===== config.mk =====
export PLATFORM = sky130hd
export DESIGN_NAME = addi_pipe_core
export DESIGN_NICKNAME = d
export VERILOG_FILES = /design/src/rtl/addi_core_pkg.sv /design/src/rtl/fetch_stage.sv /design/src/rtl/decode_ctrl.sv /design/src/rtl/int_alu.sv /design/src/rtl/reg_bank.sv /design/src/rtl/addi_pipe_core.sv
export SDC_FILE = /design/constraint.sdc
export NUM_CORES = 2
export LEC_CHECK = 0
export BUFFER_PORTS_ARGS = -buffer_cell sky130_fd_sc_hd__buf_4
export CAP_MARGIN = 15
export CELL_PAD_IN_SITES_DETAIL_PLACEMENT = 1
export CELL_PAD_IN_SITES_GLOBAL_PLACEMENT = 1
export CORE_UTILIZATION = 46
export CTS_CLUSTER_SIZE = 25
export DETAILED_ROUTE_END_ITERATION = 8
export HOLD_SLACK_MARGIN = 0.06
export PLACE_DENSITY = 0.76
export SLEW_MARGIN = 25
export SYNTH_ARGS = -nofsm -noshare
export SYNTH_HDL_FRONTEND = slang
export SYNTH_SLANG_ARGS = --single-unit

===== constraint.sdc =====
create_clock -name clk -period 4.8 [get_ports clk]
set_input_delay 0.72 -clock clk [delete_from_list [all_inputs] [get_ports clk]]
set_output_delay 0.72 -clock clk [all_outputs]
set_load 0.1 [all_outputs]

===== src/rtl/addi_core_pkg.sv =====
`timescale 1ns/1ps
package addi_core_pkg;

    localparam int XLEN   = 32;
    localparam int NREG   = 32;
    localparam int RIDX_W = $clog2(NREG);
    localparam int IMM_W  = 12;

    localparam logic [6:0] OPC_OPIMM = 7'b0010011;
    localparam logic [2:0] F3_ADDI   = 3'b000;

    typedef enum logic {
        ALU_ADD    = 1'b0,
        ALU_PASS_B = 1'b1
    } alu_op_e;

    typedef struct packed {
        logic              wr_en;
        logic [RIDX_W-1:0] rd;
        logic [RIDX_W-1:0] rs1;
        logic [XLEN-1:0]   imm;
        alu_op_e           op;
    } ctrl_t;

    function automatic logic [XLEN-1:0] sext_imm(input logic [IMM_W-1:0] v);
        return {{(XLEN-IMM_W){v[IMM_W-1]}}, v};
    endfunction

    function automatic logic is_addi(input logic [31:0] w);
        return (w[6:0] == OPC_OPIMM) && (w[14:12] == F3_ADDI);
    endfunction

endpackage


===== src/rtl/fetch_stage.sv =====
`timescale 1ns/1ps
module fetch_stage
    import addi_core_pkg::*;
#(
    parameter int              STEP     = 4,
    parameter logic [XLEN-1:0] RESET_PC = '0
) (
    input  logic            clk,
    input  logic            rst,
    input  logic [31:0]     instr_i,
    output logic [XLEN-1:0] pc_o,
    output logic [31:0]     ireg_o
);

    logic [XLEN-1:0] pc_q;
    logic [31:0]     ireg_q;

    always_ff @(posedge clk) begin
        if (rst) begin
            pc_q   <= RESET_PC;
            ireg_q <= '0;
        end else begin
            pc_q   <= pc_q + XLEN'(STEP);
            ireg_q <= instr_i;
        end
    end

    assign pc_o   = pc_q;
    assign ireg_o = ireg_q;

    logic seen_rst;
    always_ff @(posedge clk) begin
        if (rst) seen_rst <= 1'b1;
    end

    // sequential byte-address stepping
    a_r2_pc_step: assert property (@(posedge clk) disable iff (rst)
        (seen_rst && !$past(rst)) |-> (pc_q == $past(pc_q) + XLEN'(STEP)));

    // low address bits stay clear
    a_r2_pc_aligned: assert property (@(posedge clk) disable iff (rst)
        seen_rst |-> (pc_q[1:0] == 2'b00));

    // bubble in the first cycle after reset
    a_r3_bubble: assert property (@(posedge clk) disable iff (rst)
        $past(rst) |-> (ireg_q == '0));

endmodule


===== src/rtl/decode_ctrl.sv =====
`timescale 1ns/1ps
module decode_ctrl
    import addi_core_pkg::*;
(
    input  logic [31:0] word_i,
    output ctrl_t       ctrl_o
);

    always_comb begin
        ctrl_o.wr_en = is_addi(word_i);
        ctrl_o.rd    = word_i[11:7];
        ctrl_o.rs1   = word_i[19:15];
        ctrl_o.imm   = sext_imm(word_i[31:20]);
        ctrl_o.op    = ALU_ADD;
    end

endmodule


===== src/rtl/int_alu.sv =====
`timescale 1ns/1ps
module int_alu
    import addi_core_pkg::*;
(
    input  logic [XLEN-1:0] a_i,
    input  logic [XLEN-1:0] b_i,
    input  alu_op_e         op_i,
    output logic [XLEN-1:0] y_o
);

    always_comb begin
        unique case (op_i)
            ALU_ADD:    y_o = a_i + b_i;
            ALU_PASS_B: y_o = b_i;
            default:    y_o = a_i + b_i;
        endcase
    end

endmodule


===== src/rtl/reg_bank.sv =====
`timescale 1ns/1ps
module reg_bank
    import addi_core_pkg::*;
#(
    parameter int NTAP          = 8,
    parameter int TAP_IDX [NTAP] = '{1, 2, 5, 6, 7, 8, 9, 10}
) (
    input  logic              clk,
    input  logic              rst,
    input  logic              we_i,
    input  logic [RIDX_W-1:0] waddr_i,
    input  logic [XLEN-1:0]   wdata_i,
    input  logic [RIDX_W-1:0] raddr_i,
    output logic [XLEN-1:0]   rdata_o,
    output logic [XLEN-1:0]   tap_o [NTAP]
);

    logic [XLEN-1:0] mem [NREG];
    logic            we_eff;

    assign we_eff = we_i && (waddr_i != '0);

    for (genvar g = 0; g < NREG; g++) begin : g_reg
        always_ff @(posedge clk) begin
            if (rst)
                mem[g] <= '0;
            else if (we_eff && (waddr_i == RIDX_W'(g)))
                mem[g] <= wdata_i;
        end
    end

    assign rdata_o = mem[raddr_i];

    for (genvar t = 0; t < NTAP; t++) begin : g_tap
        assign tap_o[t] = mem[TAP_IDX[t]];
    end

    // register 0 never leaves zero
    a_r5_x0_zero: assert property (@(posedge clk) disable iff (rst)
        !$past(rst) |-> (mem[0] == '0));

    // a granted write lands in the addressed register
    a_r4_write_lands: assert property (@(posedge clk) disable iff (rst)
        (we_i && waddr_i != '0) |=> (mem[$past(waddr_i)] == $past(wdata_i)));

endmodule


===== src/rtl/addi_pipe_core.sv =====
`timescale 1ns/1ps
module addi_pipe_core
    import addi_core_pkg::*;
(
    input  logic        clk,
    input  logic        rst,
    input  logic [31:0] instr_in,
    output logic [31:0] fetch_addr,
    output logic [31:0] dbg_x1,
    output logic [31:0] dbg_x2,
    output logic [31:0] dbg_x5,
    output logic [31:0] dbg_x6,
    output logic [31:0] dbg_x7,
    output logic [31:0] dbg_x8,
    output logic [31:0] dbg_x9,
    output logic [31:0] dbg_x10
);

    localparam int NTAP = 8;

    logic [31:0]     ireg;
    ctrl_t           ctl;
    logic [XLEN-1:0] rs1_val;
    logic [XLEN-1:0] alu_y;
    logic [XLEN-1:0] taps [NTAP];

    fetch_stage #(.STEP(4), .RESET_PC('0)) u_fetch (
        .clk     (clk),
        .rst     (rst),
        .instr_i (instr_in),
        .pc_o    (fetch_addr),
        .ireg_o  (ireg)
    );

    decode_ctrl u_dec (
        .word_i (ireg),
        .ctrl_o (ctl)
    );

    reg_bank #(.NTAP(NTAP), .TAP_IDX('{1, 2, 5, 6, 7, 8, 9, 10})) u_rf (
        .clk     (clk),
        .rst     (rst),
        .we_i    (ctl.wr_en),
        .waddr_i (ctl.rd),
        .wdata_i (alu_y),
        .raddr_i (ctl.rs1),
        .rdata_o (rs1_val),
        .tap_o   (taps)
    );

    int_alu u_alu (
        .a_i  (rs1_val),
        .b_i  (ctl.imm),
        .op_i (ctl.op),
        .y_o  (alu_y)
    );

    assign dbg_x1  = taps[0];
    assign dbg_x2  = taps[1];
    assign dbg_x5  = taps[2];
    assign dbg_x6  = taps[3];
    assign dbg_x7  = taps[4];
    assign dbg_x8  = taps[5];
    assign dbg_x9  = taps[6];
    assign dbg_x10 = taps[7];

    // a word that is not an immediate-add leaves the visible registers alone
    a_r6_no_write: assert property (@(posedge clk) disable iff (rst)
        ((ireg[6:0] != OPC_OPIMM) || (ireg[14:12] != F3_ADDI)) |=>
        ($stable(dbg_x1) && $stable(dbg_x2) && $stable(dbg_x5) && $stable(dbg_x6) &&
         $stable(dbg_x7) && $stable(dbg_x8) && $stable(dbg_x9) && $stable(dbg_x10)));

    // an immediate-add aimed at register 5 produces source plus immediate
    a_r4_sum_x5: assert property (@(posedge clk) disable iff (rst)
        ((ireg[6:0] == OPC_OPIMM) && (ireg[14:12] == F3_ADDI) && (ireg[11:7] == 5'd5)) |=>
        (dbg_x5 == $past(rs1_val) + $past(sext_imm(ireg[31:20]))));

endmodule


==> impl_metrics.yaml <==
route:
  topRoutingLayerUsed: "met5"
  drtPass1Iterations: 6
  wl_met2_um: 83400
  drc: 0
  ant_nets: 0
  drt-vias-per-instance: 6.34
  vias: 32800
  drt_wl_total_um: 167000
  dr.first_iter.drc_count: 4220
  routedLengthMet1_um: 59800
  met3_wirelength_um: 16100
  wl_per_cell_um: 32.2
layout:
  final_common_cell: "edfxtp_1"
  fillCellCount: 9828
  mostFrequentLayoutCells: "edfxtp_1, nor2_1, buf_4, mux4_2, nor3_1"
  insertedDiodeCount: 0
  nNetsFinal: 3774
  fin_cells: 5179
  drive_above_1_share_pct: 31.9
  syn_to_final_growth_pct: 20.1
  final_util_pct: 55.9
synthesis:
  synth_edf_count: 1024
  netlist_instances: 3298
  ys_dominant_reg_cell: "edfxtp_1"
  synthTopCellsByArea: "edfxtp_1, mux4_2, nor2_1, dfxtp_1, nor3_1"
  ys_types: 62
  syn_area_um2: 48300
  yosysSeqAreaShare_pct: 66.2
  syn_area_per_cell_um2: 14.6
  ys_warn_count: 0
  yosysTopAreaCell: "edfxtp_1"
  ys_seq_elements: 1086
  async_reset_ff_share_pct: 0
  synth_top_area_share_pct: 63.7
clock_tree:
  clockRootBuffer: "clkbuf_16"
  numClockSinks: 1086
  cts_made_buffers: 111
  cts_tree: "yes"
  clk_pin_slew_worst_paths_ns: 0.06
  clockBufferDepth: 3
  htree_levels: 3
  worstSkewPairLatency_ns: 0.72
setup_path:
  cp.arrival_ns: 5.29
  critical_path_class: "reg -> reg"
  cp-start-kind: "flop"
  timing.critical_path.cells: "buf_12, buf_16, buf_16, mux4_2, mux4_2, mux2_2, ha_4, buf_4, nand4_1, o21bai_2, a21oi_4, buf_4, a41o_1, a211oi_4, buf_4, buf_12, nor2_1"
  crit_fanout: 16
  critPathMaxStageDelay_ns: 0.54
  cp-end-kind: "flop"
  cp_slowest_cell: "mux4_2"
  reg2reg_slack_ns: -0.06
  path_common_cell: "buf_4"
  worst_ep_required_time_ns: 5.23
placement:
  place.gp.congestion: 0.900
  numPortBuffers: 319
  dp_cells: 4946
  dp_slack_ns: -0.132
  dpl.hpwl_um: 101000
power_and_ir_drop:
  power_frac_seq_pct: 45.8
  p_switching_mw: 6.86
  ir_worst_vdd_mv: 0.333
  p_comb_share_pct: 17.8
  intPower_mw: 16.8
  p_leak_nw: 21.4
  switching_share_pct: 29.0
  power_mw: 23.7
  clockPowerShare_pct: 36.4
  power_density_nw_per_um2: 408
timing:
  worst_slack_ns: -0.0592
  slew_violations: 0
  skew_ns: 0.0287
  setup_viol: 37
  slew_headroom_pct: 32.3
  hold_ws_ns: 0.220
  max_freq_mhz: 206
  rsz0062_at_grt: "yes"
  tightest_slew_ns: 1.01
  period_share_pct: 101
  post-route-min-period_ns: 4.86
  final_hold_viol_count: 0
floorplanning:
  dieArea_um2: 106000
  die_x_um: 326
  row_count: 118
  die_h_um: 326
  core-area_um2: 104000
  ios: 322
  initial_core_util_pct: 46.5
min_path:
  hold_class: "in -> reg"
job:
  max_cap_violations: 0
grt:
  grt_pass1_wl_um: 236000
  antenna_found_initial: 5
  grt_pass1_vias: 34600
  grt_usage_pct: 30.6
  grt_overflow: 0
  grt_max_degree: 57
status:
  failed_checks: "setup timing"
  status: "finished with violations"
==> through the flow <==
step | setup TNS, ns | instance area (um2)
2_1_floorplan | 0 | 48400
3_5_place_dp | -3.34 | 53800
6_report | -1.47 | 58000
5_1_grt | -7.56 | 58000
3_3_place_gp | -0.153 | 53800
4_1_cts | -0.0843 | 57400
==> logic make-up (layout without fill, tap and decap cells) <==
logic type	Yosys count	in the layout	share of synthesized area, %
mux	357	357	15.5
fa+ha+maj	33	33	0.870
flops	1086	1086	66.2
other cells	1	34	0.00776
xor+xnor	39	39	0.707
simple gates	1240	1240	10.8
compound gates	203	203	2.96
buf+inv	339	807	2.91
==> per-layer routing <==
metal	global-route usage (%)	vias to the layer above
met3	5.32	411
met1	39.6	17100
li1	-	13100
met2	51.0	2146
met4	12.9	6
met5	0	-
==> cell usage after synthesis, drive strengths merged, types with 2 or more instances <==
master      n
and4        3
nand3b      2
a41o        2
and2        7
o21bai      9
o21ai      28
nand4      20
nand2      85
clkbuf    226
a31oi       5
o211ai      3
nor3      209
a211oi      6
nor4        2
ha         32
edfxtp   1024
a31o       16
a21boi      5
mux2i      17
nor2      828
nor2b      36
a21oi      76
a221oi      2
o2111ai     3
or3         9
xnor2      14
a22oi       8
and3       11
a21o       21
mux4      310
or2         2
o21a       10
nand3      16
inv        12
xor2       25
a221o       2
nand2b      7
dfxtp      62
mux2       30
buf       101
==> what timing repair did <==
item,4_1_cts,5_1_grt
resized for setup,5,65
pin swaps,0,9
setup buffers,3,18
hold buffers,0,0
hold endpoints to repair,0,0
gates cloned,0,7
endpoints found under the setup margin,102,462
==> critical path: cells and delay by family (launching register included) <==
| kind | cells | cell delay [ns] |
|---|---|---|
| adders and majority gates | 1 | 0.31 |
| and+or+nand+nor | 2 | 0.36 |
| muxes | 3 | 1.40 |
| AOI/OAI and AO/OA | 4 | 0.98 |
| buffers and inverters | 7 | 1.10 |
| DFF | 1 | 0.40 |
==> final timing paths <==
| check | cells after the start | endpoint | start |
|---|---|---|---|
| setup / recovery | 17 | u_rf.mem[11][28] | u_fetch.ireg_o[15] |
| hold / removal | 2 | u_fetch.ireg_o[21] | instr_in[21] |
| setup reg to reg | 17 | u_rf.mem[11][28] | u_fetch.ireg_o[15] |
| hold reg to reg | 2 | u_fetch.pc_o[31] | u_fetch.pc_o[31] |
==> sequential cells by signal, indices dropped and copies added, names as in the netlist <==
name / cells
u_rf.mem: 1024
u_fetch.ireg_o: 32
u_fetch.pc_o: 30
==> power groups by stage <==
| stage | Sequential [mW] | Combinational [mW] | Clock [mW] |
|---|---|---|---|
| global route | 10.9 | 4.34 | 8.96 |
| CTS | 10.8 | 3.99 | 8.63 |
| global placement | 11.0 | 3.88 | 0 |
| floorplan | 11.5 | 1.82 | 0 |
| finish | 10.8 | 4.22 | 8.61 |
| detailed placement | 11.0 | 3.96 | 0 |
==> final cells by class <==
class | count | area (um2) | share of cell area (%)
Clock inverter | 56 | 551 | 0.949
Clock buffer | 149 | 2980 | 5.13
Timing Repair Buffer | 590 | 5200 | 8.96
Inverter | 12 | 45.0 | 0.0776
Tap cell | 1380 | 1730 | 2.98
Sequential cell | 1086 | 32000 | 55.2
Multi-Input combinational cell | 1906 | 15500 | 26.7
Note: power is estimated with default switching activity, not from simulation.
